[src/rtl/flagagg_pkg.sv]
package flagagg_pkg;
    localparam int unsigned WORD_W = 32;
    localparam int unsigned NUM_IDX = 2;

    localparam logic [7:0] OFF_CORE_ID = 8'h00;
    localparam logic [7:0] OFF_VERSION = 8'h04;
    localparam logic [7:0] OFF_MASK0   = 8'h08;
    localparam logic [7:0] OFF_MASK1   = 8'h0C;
    localparam logic [7:0] OFF_STAT0   = 8'h10;
    localparam logic [7:0] OFF_STAT1   = 8'h14;

    localparam logic [WORD_W-1:0] CORE_ID_VAL = 32'h464C_4147;
    localparam logic [15:0]       VERSION_HI  = 16'h0001;

    typedef enum logic [2:0] {
        SEL_ID, SEL_VER, SEL_MASK0, SEL_MASK1, SEL_STAT0, SEL_STAT1, SEL_NONE
    } reg_sel_e;
endpackage

[src/rtl/flagagg_maskbank.sv]
module flagagg_maskbank #(
    parameter int unsigned NUM_SRC = 32,
    parameter int unsigned NUM_IDX = 2
) (
    input  logic                             clk_i,
    input  logic                             rst_ni,
    input  logic [NUM_IDX-1:0]               we_i,
    input  logic [NUM_SRC-1:0]               wdata_i,
    output logic [NUM_IDX-1:0][NUM_SRC-1:0]  mask_o
);
    typedef struct packed {
        logic [NUM_IDX-1:0][NUM_SRC-1:0] mask;
    } state_t;

    state_t state_d, state_q;

    always_comb begin
        state_d = state_q;
        for (int n = 0; n < NUM_IDX; n++) begin
            if (we_i[n]) begin
                state_d.mask[n] = wdata_i;
            end
        end
    end

    always_ff @(posedge clk_i) begin
        if (!rst_ni) begin
            state_q.mask <= '1;
        end else begin
            state_q <= state_d;
        end
    end

    assign mask_o = state_q.mask;
endmodule

[src/rtl/flagagg_reduce.sv]
module flagagg_reduce #(
    parameter int unsigned NUM_SRC = 32,
    parameter int unsigned NUM_IDX = 2
) (
    input  logic                             clk_i,
    input  logic                             rst_ni,
    input  logic [NUM_IDX-1:0][NUM_SRC-1:0]  flags_i,
    input  logic [NUM_IDX-1:0][NUM_SRC-1:0]  mask_i,
    output logic [NUM_IDX-1:0]               irq_o
);
    typedef struct packed {
        logic [NUM_IDX-1:0] irq;
    } state_t;

    state_t state_d, state_q;

    always_comb begin
        state_d = state_q;
        for (int n = 0; n < NUM_IDX; n++) begin
            state_d.irq[n] = |(flags_i[n] & mask_i[n]);
        end
    end

    always_ff @(posedge clk_i) begin
        if (!rst_ni) begin
            state_q <= '0;
        end else begin
            state_q <= state_d;
        end
    end

    assign irq_o = state_q.irq;
endmodule

[src/rtl/flagagg_regport.sv]
module flagagg_regport
    import flagagg_pkg::*;
#(
    parameter int unsigned NUM_SRC = 32,
    parameter int unsigned ADDR_W  = 8
) (
    input  logic                             clk_i,
    input  logic                             rst_ni,
    input  logic                             valid_i,
    input  logic                             write_i,
    input  logic [ADDR_W-1:0]                addr_i,
    input  logic [WORD_W-1:0]                wdata_i,
    input  logic [NUM_IDX-1:0][NUM_SRC-1:0]  mask_i,
    input  logic [NUM_IDX-1:0][NUM_SRC-1:0]  flags_i,
    output logic [NUM_IDX-1:0]               mask_we_o,
    output logic [NUM_SRC-1:0]               mask_wdata_o,
    output logic [WORD_W-1:0]                rdata_o
);
    localparam logic [WORD_W-1:0] VERSION_VAL = {VERSION_HI, 8'h00, 8'(NUM_SRC)};

    typedef struct packed {
        logic [WORD_W-1:0] rdata;
    } state_t;

    state_t   state_d, state_q;
    reg_sel_e sel;
    logic [WORD_W-1:0] word;

    function automatic logic [WORD_W-1:0] widen(input logic [NUM_SRC-1:0] v);
        logic [WORD_W-1:0] w;
        w = '0;
        w[NUM_SRC-1:0] = v;
        return w;
    endfunction

    always_comb begin
        unique case (addr_i)
            ADDR_W'(OFF_CORE_ID): sel = SEL_ID;
            ADDR_W'(OFF_VERSION): sel = SEL_VER;
            ADDR_W'(OFF_MASK0):   sel = SEL_MASK0;
            ADDR_W'(OFF_MASK1):   sel = SEL_MASK1;
            ADDR_W'(OFF_STAT0):   sel = SEL_STAT0;
            ADDR_W'(OFF_STAT1):   sel = SEL_STAT1;
            default:              sel = SEL_NONE;
        endcase
    end

    always_comb begin
        unique case (sel)
            SEL_ID:    word = CORE_ID_VAL;
            SEL_VER:   word = VERSION_VAL;
            SEL_MASK0: word = widen(mask_i[0]);
            SEL_MASK1: word = widen(mask_i[1]);
            SEL_STAT0: word = widen(flags_i[0]);
            SEL_STAT1: word = widen(flags_i[1]);
            default:   word = '0;
        endcase
    end

    always_comb begin
        state_d       = state_q;
        state_d.rdata = (valid_i && !write_i) ? word : '0;
        mask_we_o     = '0;
        mask_we_o[0]  = valid_i && write_i && (sel == SEL_MASK0);
        mask_we_o[1]  = valid_i && write_i && (sel == SEL_MASK1);
        mask_wdata_o  = wdata_i[NUM_SRC-1:0];
    end

    always_ff @(posedge clk_i) begin
        if (!rst_ni) begin
            state_q <= '0;
        end else begin
            state_q <= state_d;
        end
    end

    assign rdata_o = state_q.rdata;
endmodule

[src/rtl/flagagg_top.sv]
module flagagg_top
    import flagagg_pkg::*;
#(
    parameter int unsigned NUM_SRC = 32,
    parameter int unsigned ADDR_W  = 8
) (
    input  logic               clk_i,
    input  logic               rst_ni,
    input  logic [NUM_SRC-1:0] flag0_i,
    input  logic [NUM_SRC-1:0] flag1_i,
    input  logic               reg_valid_i,
    input  logic               reg_write_i,
    input  logic [ADDR_W-1:0]  reg_addr_i,
    input  logic [31:0]        reg_wdata_i,
    output logic [31:0]        reg_rdata_o,
    output logic [1:0]         irq_o
);
    logic [NUM_IDX-1:0][NUM_SRC-1:0] flags_w;
    logic [NUM_IDX-1:0][NUM_SRC-1:0] mask_w;
    logic [NUM_IDX-1:0]              mask_we_w;
    logic [NUM_SRC-1:0]              mask_wdata_w;

    assign flags_w[0] = flag0_i;
    assign flags_w[1] = flag1_i;

    flagagg_maskbank #(.NUM_SRC(NUM_SRC), .NUM_IDX(NUM_IDX)) u_maskbank (
        .clk_i   (clk_i),
        .rst_ni  (rst_ni),
        .we_i    (mask_we_w),
        .wdata_i (mask_wdata_w),
        .mask_o  (mask_w)
    );

    flagagg_reduce #(.NUM_SRC(NUM_SRC), .NUM_IDX(NUM_IDX)) u_reduce (
        .clk_i   (clk_i),
        .rst_ni  (rst_ni),
        .flags_i (flags_w),
        .mask_i  (mask_w),
        .irq_o   (irq_o)
    );

    flagagg_regport #(.NUM_SRC(NUM_SRC), .ADDR_W(ADDR_W)) u_regport (
        .clk_i        (clk_i),
        .rst_ni       (rst_ni),
        .valid_i      (reg_valid_i),
        .write_i      (reg_write_i),
        .addr_i       (reg_addr_i),
        .wdata_i      (reg_wdata_i),
        .mask_i       (mask_w),
        .flags_i      (flags_w),
        .mask_we_o    (mask_we_w),
        .mask_wdata_o (mask_wdata_w),
        .rdata_o      (reg_rdata_o)
    );
endmodule

[config.mk]
export PLATFORM = sky130hd
export DESIGN_NAME = flagagg_top
export DESIGN_NICKNAME = d
export VERILOG_FILES = /design/src/rtl/flagagg_pkg.sv /design/src/rtl/flagagg_maskbank.sv /design/src/rtl/flagagg_reduce.sv /design/src/rtl/flagagg_regport.sv /design/src/rtl/flagagg_top.sv
export SDC_FILE = /design/constraint.sdc
export NUM_CORES = 1
export LEC_CHECK = 0
export CORE_MARGIN = 10
export CORE_UTILIZATION = 60
export CTS_BUF_LIST = sky130_fd_sc_hd__clkbuf_4 sky130_fd_sc_hd__clkbuf_8 sky130_fd_sc_hd__clkbuf_16
export DETAILED_ROUTE_END_ITERATION = 8
export DONT_BUFFER_PORTS = 1
export GPL_TIMING_DRIVEN = 0
export PLACE_DENSITY = 0.73
export SYNTH_ARGS = -nofsm -noshare
export SYNTH_HDL_FRONTEND = slang
export SYNTH_SLANG_ARGS = --single-unit
[constraint.sdc]
create_clock -name clk_i -period 3.6 [get_ports clk_i]
set_input_delay 0.36 -clock clk_i [delete_from_list [all_inputs] [get_ports clk_i]]
set_output_delay 0.36 -clock clk_i [all_outputs]
set_load 0.02 [all_outputs]
==> impl_results.md <==
* Status: complete, no violations
* Post-synth top area share at 40.93%
* Vias per std cell at 6.972
* Psw at 0.0005329 W
* Cts hold-fix bufs at 0
* Util after Layout at 66.20%
* CTS tree: yes
* Relative slew slack at 43.22%
* Final setup TNS at 0 ps
* Most common cell after layout, fill and taps aside: nand3_1
* Clock network fraction of total power at 39.0%
* Final GP Congestion at 0.9807
* Cells after synthesis at 571
* Seq pwr share at 53.7%
* Die area at 11,960 µm²
* Pins Over Slew Limit at 0
* CTS HTree Levels at 3
* Number of synthesized flops with an enable pin at 0
* Critical Path Most Common Cell: nand3_1
* Power Dens Cells at 393.7 nW/µm²
* Worst-case vdd ir drop at 245.9 µV
* Final WL at 18,050 µm
* RSZ-0062 raised after global routing: false
* Crit-path max cell delay at 570 ps
* DP Cell Count at 673
* HPWL Detailed at 14,640 µm
* CP startpoint kind: input pin
* # clock sinks at 98
* Top FF cell, synth: dfxtp_1
* Final Skew at 17.22 ps
* Setup ws final at 670.0 ps
* Leak at 1.942 nW
* Syn Std Cell Area at 4793 µm²
* HP Class: in -> reg
* Seq cells post-synth at 98
* Die extent in y at 109.4 µm
* Switch share at 26.32%
* Dominant cell type by area after synthesis: dfxtp_1
* GRT Overall Usage at 29.57%
* Fmax at 341.3 MHz
* Slowest cell on the critical path: nor4_4
* Grt ovf at 0
* Buffer count from post-CTS setup fixing at 0
* Detail Route Antenna Nets at 0
* CTS Buf Count at 9
* Core ar. at 7767 µm²
* Largest net degree at the start of global routing at 19
* Io pins at 142
* CP Data Arrival Time at 3240 ps
* Vias in the first global route at 4,434
* Synth cell types at 35
* CTS Buffer Depth at 2
* WL/cell at 26.20 µm
* Comb power frac at 7.4%
* Register Area at 1962 µm²
* Max Cap Viol at 0
* Crit path max fanout at 10
* # diodes at 0
* Synth top area cells: dfxtp_1 41%, nand3_1 13%, mux2i_1 10%
* Fin crit share at 81.39%
* Fin crit period at 2930 ps
* Reg clk slew, reported paths at 110 ps
* Int Power at 0.001492 W
* Endpoints failing setup at 0
* Starting density of the core at 61.71%
* Crit end category: flop
* Layout Nets at 691
* Multi-input gate area at 2550 µm²
* Std cell rows at 32
* Mapped Avg Cell Area at 8.395 µm²
* Seq/Total Area, Yosys at 40.93%
* Port buffer count at 0
* Worst-margin pin slew at 851.7 ps
* Commonest non-fill, non-tap cells in the layout: 129 x nand3_1, 98 x dfxtp_1, 57 x o21ai_1
* Critical Path, Cell by Cell: or4_1 > buf_2 > nor3_1 > nand2_1 > ha_1 > nand4b_1 > nor4_4 > clkbuf_1 > nand3_1 > nand3_1
* First DRT Iteration DRCs at 481
* Global-route wire length before repair at 26,830 µm
* CTS resizes at 0
* Pre-antenna DRT Iters at 5
* Vias post-DR at 4,804
* Final hold violation count at 0
* Layout cells sized above 1 at 6.474%
* Residual DRC count at 0
* Worst setup path category: in -> reg
* Clock Tree Root: clkbuf_8
* Reg2Reg Setup Slack at 2230 ps
* Finished Layout Cells at 689
* Fill cells at 684
* Ys Warns at 0
* Ys async rst share at 0%
* Die width at 109.4 µm
* Antenna violations before repair at 0
* Syn-to-layout area delta at 7.283%
* Post-place setup slack at 411.4 ps
* Clk_lat worst skew at 370 ps
* Syn_nets at 680
* WP data required at 3910 ps
==> cells in the mapped netlist (3+ instances only) <==
library cell,n
o21ai_1,57
nor2_1,12
a21boi_0,3
mux2i_1,49
nand4_1,8
a21o_1,3
buf_1,6
nand2_1,29
buf_6,7
buf_2,9
dfxtp_1,98
o21ai_0,6
clkbuf_1,34
a21oi_1,15
nand3_1,129
a22oi_1,32
o31a_1,12
o22ai_1,19
o21ai_2,3
and2_1,18
==> metrics by stage <==
| step | hold slack, ps | power [W] | cell area (µm²) |
|---|---|---|---|
| 2_1_floorplan | 467.0 | 0.001222 | 4793 |
| 3_3_place_gp | 493.6 | 0.001254 | 4921 |
| 6_report | 128.8 | 0.002025 | 5142 |
| 5_1_grt | 130.3 | 0.002078 | 5142 |
| 4_1_cts | 126.6 | 0.002019 | 5142 |
| 3_5_place_dp | 503.1 | 0.001257 | 4921 |
==> critical path: cells and delay by family <==
family	cells	cell delay [ps]
and+or+nand+nor	7	2010
adders and majority gates	1	270
buffers and inverters	2	600
==> cells by family (layout without fill, tap and decap cells) <==
kind of cell,count (synthesis),in the layout,synth area share (%)
AND/OR/NAND/NOR,211,211,22.55
AO/OA/AOI/OAI,154,154,20.15
flip-flops,98,98,40.93
buffers and inverters,58,74,5.873
multiplexers,49,49,10.23
adder cells (fa/ha/maj),1,1,0.2610
==> state kept, by name, indices dropped and copies added, names as in the netlist <==
name / count
u_reduce.irq_o: 2
u_maskbank.mask_o: 64
u_regport.rdata_o: 32
==> layout make-up <==
cell class / instances / area share (%)
clock buffers: 10 / 2.676
flip-flops and latches: 98 / 38.15
clock inverters: 6 / 1.630
well taps: 102 / 2.482
multi-input cells: 415 / 49.59
inverters: 2 / 0.1460
plain buffers: 56 / 5.328
==> path summary, 6_finish.rpt <==
kind,startpoint,end,cells past startpoint
max reg2reg,u_maskbank.mask_o[39]$_SDFFE_PN1P_,u_reduce.irq_o[1]$_SDFF_PN0_,3
min reg2reg,u_maskbank.mask_o[43]$_SDFFE_PN1P_,u_maskbank.mask_o[43]$_SDFFE_PN1P_,2
min,reg_wdata_i[13],u_maskbank.mask_o[45]$_SDFFE_PN1P_,2
max,reg_addr_i[7],u_maskbank.mask_o[55]$_SDFFE_PN1P_,10
==> power by group through the flow <==
stage | Combinational [W] | Clock [W] | Sequential (W)
global route | 0.000161 | 0.000830 | 0.00109
detailed placement | 0.000145 | 0 | 0.00111
global placement | 0.000142 | 0 | 0.00111
floorplan | 0.000111 | 0 | 0.00111
CTS | 0.000145 | 0.000787 | 0.00109
finish | 0.000149 | 0.000789 | 0.00109
==> routing by layer <==
metal	global-route usage, %	up-vias	wire length [µm]
met2	45.53	392	7954
met5	0	-	0
met4	12.55	0	848
met1	37.80	2197	6460
met3	8.777	75	2789
li1	-	2140	-
(Power assumes the default switching activity.)
